File: config.mk
export PLATFORM = sky130hd
export DESIGN_NAME = cardclk_seq
export DESIGN_NICKNAME = d
export VERILOG_FILES = /design/src/rtl/cardclk_pkg.sv /design/src/rtl/cardclk_tier_pick.sv /design/src/rtl/cardclk_field_rmw.sv /design/src/rtl/cardclk_rate_map.sv /design/src/rtl/cardclk_seq.sv
export SDC_FILE = /design/constraint.sdc
export NUM_CORES = 1
export LEC_CHECK = 0
export BUFFER_PORTS_ARGS = -buffer_cell sky130_fd_sc_hd__buf_2
export CAP_MARGIN = 20
export CORE_AREA = 8 8 84 100
export DETAILED_ROUTE_END_ITERATION = 10
export DIE_AREA = 0 0 92 108
export GPL_TIMING_DRIVEN = 0
export PLACE_DENSITY = 0.87
export REMOVE_ABC_BUFFERS = 1
export SLEW_MARGIN = 25
export SYNTH_ARGS = -nofsm -noshare
export SYNTH_HDL_FRONTEND = slang
export SYNTH_HIERARCHICAL = 1
export SYNTH_SLANG_ARGS = --single-unit
File: constraint.sdc
create_clock -name clk -period 7.4 [get_ports clk]
set_clock_uncertainty 0.1 [all_clocks]
set_input_delay 0.37 -clock clk [delete_from_list [all_inputs] [get_ports clk]]
set_output_delay 0.37 -clock clk [all_outputs]
set_load 0.005 [all_outputs]
File: src/rtl/cardclk_pkg.sv
package cardclk_pkg;

    typedef enum logic [2:0] {
        TIER_13, TIER_25, TIER_50, TIER_100, TIER_180
    } tier_e;

    typedef enum logic [2:0] {
        STEP_GATE, STEP_SAMPLE, STEP_DRIVE, STEP_DIVIDE, STEP_UNGATE
    } step_e;

    typedef enum logic [1:0] {
        OP_ROUND, OP_SET, OP_PREPARE, OP_RSVD
    } op_e;

    localparam int CH_STRIDE = 12;
    localparam int EN_OFF    = 0;
    localparam int DIV_OFF   = 1;
    localparam int DIV_W     = 3;
    localparam int DRV_OFF   = 4;
    localparam int DRV_W     = 4;
    localparam int SAM_OFF   = 8;
    localparam int SAM_W     = 4;
    localparam int N_TIERS   = 5;

    function automatic logic [31:0] fn_tier_khz(tier_e t);
        unique case (t)
            TIER_13:  return 32'd13000;
            TIER_25:  return 32'd25000;
            TIER_50:  return 32'd50000;
            TIER_100: return 32'd100000;
            TIER_180: return 32'd180000;
            default:  return 32'd0;
        endcase
    endfunction

    function automatic logic [31:0] fn_parent_khz(tier_e t);
        unique case (t)
            TIER_13:  return 32'd26000;
            TIER_25:  return 32'd180000;
            TIER_50:  return 32'd360000;
            TIER_100: return 32'd720000;
            TIER_180: return 32'd1440000;
            default:  return 32'd0;
        endcase
    endfunction

    function automatic logic [3:0] fn_sample_code(tier_e t);
        unique case (t)
            TIER_13:  return 4'd3;
            TIER_25:  return 4'd13;
            TIER_50:  return 4'd3;
            default:  return 4'd6;
        endcase
    endfunction

    function automatic logic [3:0] fn_drive_code(tier_e t);
        unique case (t)
            TIER_13:  return 4'd1;
            TIER_25,
            TIER_50:  return 4'd6;
            default:  return 4'd4;
        endcase
    endfunction

    function automatic logic [3:0] fn_divide_code(tier_e t);
        unique case (t)
            TIER_13:  return 4'd1;
            TIER_180: return 4'd7;
            default:  return 4'd6;
        endcase
    endfunction

endpackage

File: src/rtl/cardclk_tier_pick.sv
module cardclk_tier_pick
    import cardclk_pkg::*;
#(
    parameter int FREQ_W    = 32,
    parameter int N_CH      = 4,
    parameter int LOWSPD_CH = 1,
    localparam int CH_W     = (N_CH > 1) ? $clog2(N_CH) : 1
) (
    input  op_e               op,
    input  logic [CH_W-1:0]   ch,
    input  logic [FREQ_W-1:0] khz,
    output tier_e             tier,
    output logic              bad
);
    logic low_ch;
    assign low_ch = (ch == CH_W'(LOWSPD_CH));

    always_comb begin
        tier = TIER_25;
        bad  = 1'b0;
        unique case (op)
            OP_ROUND: begin
                if (low_ch && khz <= FREQ_W'(13000))  tier = TIER_13;
                else if (khz <= FREQ_W'(26000))       tier = TIER_25;
                else if (khz <= FREQ_W'(52000))       tier = TIER_50;
                else if (khz <= FREQ_W'(100000))      tier = TIER_100;
                else                                  tier = TIER_180;
            end
            OP_SET: begin
                if (khz == FREQ_W'(13000))       tier = TIER_13;
                else if (khz == FREQ_W'(25000))  tier = TIER_25;
                else if (khz == FREQ_W'(50000))  tier = TIER_50;
                else if (khz == FREQ_W'(100000)) tier = TIER_100;
                else if (khz == FREQ_W'(180000)) tier = TIER_180;
                else                             bad  = 1'b1;
            end
            OP_PREPARE: tier = low_ch ? TIER_13 : TIER_25;
            default:    bad  = 1'b1;
        endcase
    end
endmodule

File: src/rtl/cardclk_field_rmw.sv
module cardclk_field_rmw
    import cardclk_pkg::*;
#(
    parameter int WORD_W  = 32,
    parameter int N_CH    = 4,
    localparam int CH_W   = (N_CH > 1) ? $clog2(N_CH) : 1,
    localparam int N_WORDS = (N_CH * CH_STRIDE + WORD_W - 1) / WORD_W,
    localparam int ADDR_W = (N_WORDS > 1) ? $clog2(N_WORDS) : 1,
    localparam int POS_W  = 16,
    localparam int LO_W   = $clog2(WORD_W)
) (
    input  logic [CH_W-1:0]   ch,
    input  step_e             step,
    input  tier_e             tier,
    input  logic [WORD_W-1:0] rdata,
    output logic [ADDR_W-1:0] addr,
    output logic [WORD_W-1:0] wdata
);
    logic [POS_W-1:0]  off;
    logic [POS_W-1:0]  pos;
    logic [LO_W-1:0]   lo;
    logic [3:0]        fw;
    logic [3:0]        code;
    logic [WORD_W-1:0] mask;

    always_comb begin
        unique case (step)
            STEP_SAMPLE: begin off = POS_W'(SAM_OFF); fw = 4'(SAM_W); code = fn_sample_code(tier); end
            STEP_DRIVE:  begin off = POS_W'(DRV_OFF); fw = 4'(DRV_W); code = fn_drive_code(tier);  end
            STEP_DIVIDE: begin off = POS_W'(DIV_OFF); fw = 4'(DIV_W); code = fn_divide_code(tier); end
            STEP_UNGATE: begin off = POS_W'(EN_OFF);  fw = 4'd1;      code = 4'd1;                 end
            default:     begin off = POS_W'(EN_OFF);  fw = 4'd1;      code = 4'd0;                 end
        endcase
    end

    assign pos   = POS_W'(ch) * POS_W'(CH_STRIDE) + off;
    assign addr  = ADDR_W'(pos / POS_W'(WORD_W));
    assign lo    = LO_W'(pos % POS_W'(WORD_W));
    assign mask  = (WORD_W'(1) << fw) - WORD_W'(1);
    assign wdata = (rdata & ~(mask << lo)) | ((WORD_W'(code) & mask) << lo);
endmodule

File: src/rtl/cardclk_rate_map.sv
module cardclk_rate_map
    import cardclk_pkg::*;
#(
    parameter int FREQ_W = 32
) (
    input  logic [FREQ_W-1:0] parent_khz,
    output logic [FREQ_W-1:0] out_khz
);
    logic [N_TIERS-1:0] hit;
    logic [FREQ_W-1:0]  tier_out [N_TIERS];

    for (genvar t = 0; t < N_TIERS; t++) begin : g_tier
        assign hit[t]      = (parent_khz == FREQ_W'(fn_parent_khz(tier_e'(3'(t)))));
        assign tier_out[t] = FREQ_W'(fn_tier_khz(tier_e'(3'(t))));
    end

    always_comb begin
        out_khz = parent_khz;
        for (int t = 0; t < N_TIERS; t++) begin
            if (hit[t]) out_khz = tier_out[t];
        end
    end
endmodule

File: src/rtl/cardclk_seq.sv
module cardclk_seq
    import cardclk_pkg::*;
#(
    parameter int N_CH      = 4,
    parameter int WORD_W    = 32,
    parameter int FREQ_W    = 32,
    parameter int LOWSPD_CH = 1,
    localparam int CH_W     = (N_CH > 1) ? $clog2(N_CH) : 1,
    localparam int N_WORDS  = (N_CH * CH_STRIDE + WORD_W - 1) / WORD_W,
    localparam int ADDR_W   = (N_WORDS > 1) ? $clog2(N_WORDS) : 1
) (
    input  logic              clk,
    input  logic              rst_n,
    input  logic              req_valid,
    output logic              req_ready,
    input  logic [1:0]        req_op,
    input  logic [CH_W-1:0]   req_ch,
    input  logic [FREQ_W-1:0] req_khz,
    output logic              done,
    output logic              err,
    output logic [FREQ_W-1:0] tier_khz,
    output logic [FREQ_W-1:0] parent_khz,
    output logic              reg_rd,
    output logic              reg_wr,
    output logic [ADDR_W-1:0] reg_addr,
    output logic [WORD_W-1:0] reg_wdata,
    input  logic [WORD_W-1:0] reg_rdata,
    input  logic [FREQ_W-1:0] rate_parent_khz,
    output logic [FREQ_W-1:0] rate_out_khz
);
    typedef enum logic [1:0] {ST_IDLE, ST_READ_WORD, ST_WRITE_WORD, ST_REPORT} state_e;

    state_e          state;
    step_e           step_q;
    tier_e           tier_q;
    logic            bad_q;
    logic [CH_W-1:0] ch_q;

    tier_e pick_tier;
    logic  pick_bad;
    logic [ADDR_W-1:0] fld_addr;
    logic [WORD_W-1:0] fld_wdata;

    cardclk_tier_pick #(.FREQ_W(FREQ_W), .N_CH(N_CH), .LOWSPD_CH(LOWSPD_CH)) u_pick (
        .op   (op_e'(req_op)),
        .ch   (req_ch),
        .khz  (req_khz),
        .tier (pick_tier),
        .bad  (pick_bad)
    );

    cardclk_field_rmw #(.WORD_W(WORD_W), .N_CH(N_CH)) u_field (
        .ch    (ch_q),
        .step  (step_q),
        .tier  (tier_q),
        .rdata (reg_rdata),
        .addr  (fld_addr),
        .wdata (fld_wdata)
    );

    cardclk_rate_map #(.FREQ_W(FREQ_W)) u_rate (
        .parent_khz (rate_parent_khz),
        .out_khz    (rate_out_khz)
    );

    // state register and transitions
    always_ff @(posedge clk) begin
        if (!rst_n) begin
            state  <= ST_IDLE;
            step_q <= STEP_GATE;
            tier_q <= TIER_25;
            bad_q  <= 1'b0;
            ch_q   <= '0;
        end else begin
            unique case (state)
                ST_IDLE: begin
                    if (req_valid) begin
                        ch_q   <= req_ch;
                        tier_q <= pick_tier;
                        bad_q  <= pick_bad;
                        step_q <= STEP_GATE;
                        state  <= pick_bad ? ST_REPORT : ST_READ_WORD;
                    end
                end
                ST_READ_WORD: state <= ST_WRITE_WORD;
                ST_WRITE_WORD: begin
                    if (step_q == STEP_UNGATE) begin
                        state <= ST_REPORT;
                    end else begin
                        step_q <= step_e'(step_q + 3'd1);
                        state  <= ST_READ_WORD;
                    end
                end
                ST_REPORT: state <= ST_IDLE;
                default:   state <= ST_IDLE;
            endcase
        end
    end

    // outputs
    always_comb begin
        req_ready  = (state == ST_IDLE);
        reg_rd     = (state == ST_READ_WORD);
        reg_wr     = (state == ST_WRITE_WORD);
        reg_addr   = fld_addr;
        reg_wdata  = fld_wdata;
        done       = (state == ST_REPORT);
        err        = done && bad_q;
        tier_khz   = bad_q ? '0 : FREQ_W'(fn_tier_khz(tier_q));
        parent_khz = bad_q ? '0 : FREQ_W'(fn_parent_khz(tier_q));
    end
endmodule

==> insert_results.sql <==
INSERT INTO impl_metrics (metric_group, metric, value, unit) VALUES
('drt', 'overall_routed_net_length', '11.0', 'mm'),
('power_and_ir_drop', 'p_clk_share', '18.3', '%'),
('power_and_ir_drop', 'switchingPower', '0.136', 'mW'),
('grt', 'initial_antenna_violation_count', '0', ''),
('critical_path', 'startpoint_type', 'flop', ''),
('critical_path', 'endpoint_kind', 'output pin', ''),
('critical_path', 'path_max_fanout', '12', ''),
('placement', 'globalplace.congestion', '0.977', ''),
('synthesis', 'synth.distinct_cells', '86', ''),
('timing', 'hold_slack', '0.270', 'ns'),
('layout', 'multiInputGateArea', '2300', 'um2'),
('timing', 'slew-limit-headroom', '50.4', '%'),
('grt', 'via_count_of_the_first_global_routing_pass', '3705', ''),
('synthesis', 'post_synth_inst_count', '404', ''),
('timing', 'worst_slack', '3.98', 'ns'),
('layout', 'sequential_cell_area', '220', 'um2'),
('synthesis', 'synth_top_cell_by_area', 'sky130_fd_sc_hd__buf_4', ''),
('floorplan', 'start_util', '42.8', '%'),
('critical_path', 'worst_path_dominant_cell_family', 'simple AND/OR/NAND/NOR gates', ''),
('layout', 'layout_commonest_cell', 'sky130_fd_sc_hd__buf_2', ''),
('synthesis', 'syn_avg_cell_area', '7.17', 'um2'),
('power_and_ir_drop', 'share_seq_of_total_power', '22.6', '%'),
('synthesis', 'synth-edff-count', '0', ''),
('drt', 'route.detailed.drc', '0', ''),
('drt', 'drt_iter0_markers', '144', ''),
('layout', 'drive_above_1_share', '42.1', '%'),
('drt', 'met2_wirelength_from_detailed_routing', '5.72', 'mm'),
('clocking', 'clock_tree.root_cell', 'sky130_fd_sc_hd__clkbuf_8', ''),
('critical_path', 'critical_path.n_buffers_inverters', '1', ''),
('placement', 'count_of_buffers_inserted_at_the_top_level_ports', '204', ''),
('power_and_ir_drop', 'netSwitchingFraction', '41.7', '%'),
('critical_path', 'worst_ep_required_time', '6.93', 'ns'),
('timing', 'final_min_period_over_clock_period', '46.2', '%'),
('layout', 'fill_cells', '665', ''),
('power_and_ir_drop', 'p_leak', '1.87', 'nW'),
('timing', 'max_slew_vio_count', '0', ''),
('floorplan', 'floorplan.io_pins', '237', ''),
('grt', 'gr-usage-all-layers', '20.2', '%'),
('critical_path', 'critPathSlowestCell', 'sky130_fd_sc_hd__dfxtp_1', ''),
('placement', 'dp_worst_setup_slack', '4.26', 'ns'),
('critical_path', 'cp.arrival', '2.95', 'ns'),
('synthesis', 'async_set_reset_flop_share_out_of_synthesis', '0', '%'),
('critical_path', 'critical_path.max_stage_delay', '0.53', 'ns'),
('power_and_ir_drop', 'areal_power_density_over_the_cells', '87.6', 'nW/um2'),
('drt', 'wl_per_cell', '16.6', 'um'),
('timing', 'finalCriticalPeriod', '3.42', 'ns'),
('critical_path', 'setup.worst_path.class', 'flop to output pin', ''),
('drt', 'met3_length', '911', 'um'),
('synthesis', 'synth_area', '2900', 'um2'),
('floorplan', 'rows', '33', ''),
('power_and_ir_drop', 'share_comb_of_total_power', '59.1', '%'),
('clocking', 'cts_hold_repair.buffers', '0', ''),
('grt', 'grt_first_pass_wirelength', '17.3', 'mm'),
('timing', 'tns', '0', 'ns'),
('timing', 'setup-violations-final', '0', ''),
('clocking', 'cts_resized', '0', ''),
('layout', 'area_growth_syn_to_layout', '28.8', '%'),
('drt', 'route.antenna.remaining_nets', '0', ''),
('power_and_ir_drop', 'maximum_ir_drop_on_the_vdd_rail', '0.0536', 'mV'),
('grt', 'grt_remaining_overflow', '0', ''),
('layout', 'design.final.nets', '686', ''),
('clocking', 'clkSinkCount', '11', ''),
('clocking', 'cts-buffers-inserted', '3', ''),
('power_and_ir_drop', 'internal_power', '0.191', 'mW'),
('layout', 'mostFrequentLayoutCells', 'sky130_fd_sc_hd__buf_2 (204), sky130_fd_sc_hd__nor2_1 (34), sky130_fd_sc_hd__conb_1 (32)', ''),
('synthesis', 'synth-seq-cells', '11', ''),
('synthesis', 'synth_warnings', '6', ''),
('clocking', 'cts_buffer_depth', '2', ''),
('floorplan', 'die_y', '108', 'um'),
('critical_path', 'timing.critical_path.cells', 'nand2b_1 -> nor2_1 -> ha_1 -> fa_1 -> xor2_1 -> nor3_1 -> nand2_1 -> a22o_2 -> buf_2', ''),
('outcome', 'status', 'finished, final reports clean', '');
==> registers in the layout (all words and copies together), names as in the netlist <==
register	count
tier_q	3
ch_q	2
step_q	3
bad_q	1
state	2
==> path summary, 6_finish.rpt <==
check                                               to  cells after the start  slack, ns                   start
worst min-delay path            tier_q[0]$_SDFFE_PN1P_                      2       0.27                   rst_n
worst max register to register  step_q[1]$_SDFFE_PN0P_                      4       5.73  step_q[0]$_SDFFE_PN0P_
worst min register to register    ch_q[0]$_SDFFE_PN0P_                      2       0.47    ch_q[0]$_SDFFE_PN0P_
worst max-delay path                      reg_wdata[1]                      9       3.98  step_q[0]$_SDFFE_PN0P_
==> cell families (layout without fill, tap and decap cells) <==
logic type                 after synthesis  after routing  synth area share (%)
and+or+nand+nor                        187            187                  40.0
AOI/OAI and AO/OA                      107            107                  27.7
DFF                                     11             11                  7.60
adders and majority gates                7              7                  3.28
muxes                                    6              6                  2.07
xor gates and xnor gates                 7              7                  2.12
other                                    1             32                 0.129
buffers and inverters                   78            218                  17.1
==> worst reg2reg max path: cells and delay by family (launching register included) <==
kind	cells	cell delay, ns
DFF	1	0.53
AOI/OAI and AO/OA	1	0.36
adders and majority gates	1	0.24
muxes	1	0.24
buffers and inverters	1	0.12
==> cells in the mapped netlist (3+ instances only) <==
library cell,n
sky130_fd_sc_hd__nand2b_1,17
sky130_fd_sc_hd__nor2b_1,4
sky130_fd_sc_hd__nand3_1,6
sky130_fd_sc_hd__ha_1,6
sky130_fd_sc_hd__a211oi_1,5
sky130_fd_sc_hd__a22o_2,7
sky130_fd_sc_hd__a21o_1,5
sky130_fd_sc_hd__inv_1,8
sky130_fd_sc_hd__mux2i_1,6
sky130_fd_sc_hd__xnor2_1,5
sky130_fd_sc_hd__clkbuf_1,14
sky130_fd_sc_hd__buf_4,45
sky130_fd_sc_hd__buf_6,3
sky130_fd_sc_hd__o21ai_1,5
sky130_fd_sc_hd__and3_1,5
sky130_fd_sc_hd__a22o_1,18
sky130_fd_sc_hd__and2_1,9
sky130_fd_sc_hd__o211ai_1,4
sky130_fd_sc_hd__buf_2,4
sky130_fd_sc_hd__o31ai_1,3
sky130_fd_sc_hd__nor4_1,9
sky130_fd_sc_hd__nor3_1,17
sky130_fd_sc_hd__a31oi_1,3
sky130_fd_sc_hd__or2_1,4
sky130_fd_sc_hd__dfxtp_1,11
sky130_fd_sc_hd__nor2_1,34
sky130_fd_sc_hd__a21oi_1,25
sky130_fd_sc_hd__nand4b_1,6
sky130_fd_sc_hd__nand4_1,6
sky130_fd_sc_hd__o21a_1,4
sky130_fd_sc_hd__or2_2,3
sky130_fd_sc_hd__a21oi_2,3
sky130_fd_sc_hd__nand3b_1,3
sky130_fd_sc_hd__nand2_1,27
sky130_fd_sc_hd__o21ai_0,6
==> power groups by stage <==
stage	clock network, mW	logic, mW	registers, mW
2_1_floorplan	0	0.0937	0.0715
3_3_place_gp	0	0.188	0.0740
3_5_place_dp	0	0.192	0.0746
4_1_cts	0.0609	0.193	0.0735
5_1_grt	0.0627	0.213	0.0748
6_report	0.0599	0.193	0.0737
==> metrics by stage <==
stage	instance area, um2	power [mW]	util (%)	cells
floorplan	2550	0.165	-	367
global placement	3680	0.262	54.4	658
detailed placement	3680	0.266	54.4	658
CTS	3730	0.327	55.1	662
global route	3730	0.351	55.1	662
finish	3730	0.327	55.1	662
==> cell type report <==
class                           count  area share, %
Sequential cell                    11           5.90
Multi-Input combinational cell    346           61.6
Clock buffer                        4           1.21
Timing Repair Buffer              204           27.4
Tap cell                           87           2.92
Inverter                           10           1.01
==> routing by layer <==
metal  vias up  track usage [%]
li1       1768                -
met1      1688             20.8
met2       214             38.6
met3        24             4.71
met4         0             7.61
met5         -                0
(Power assumes the default switching activity.)
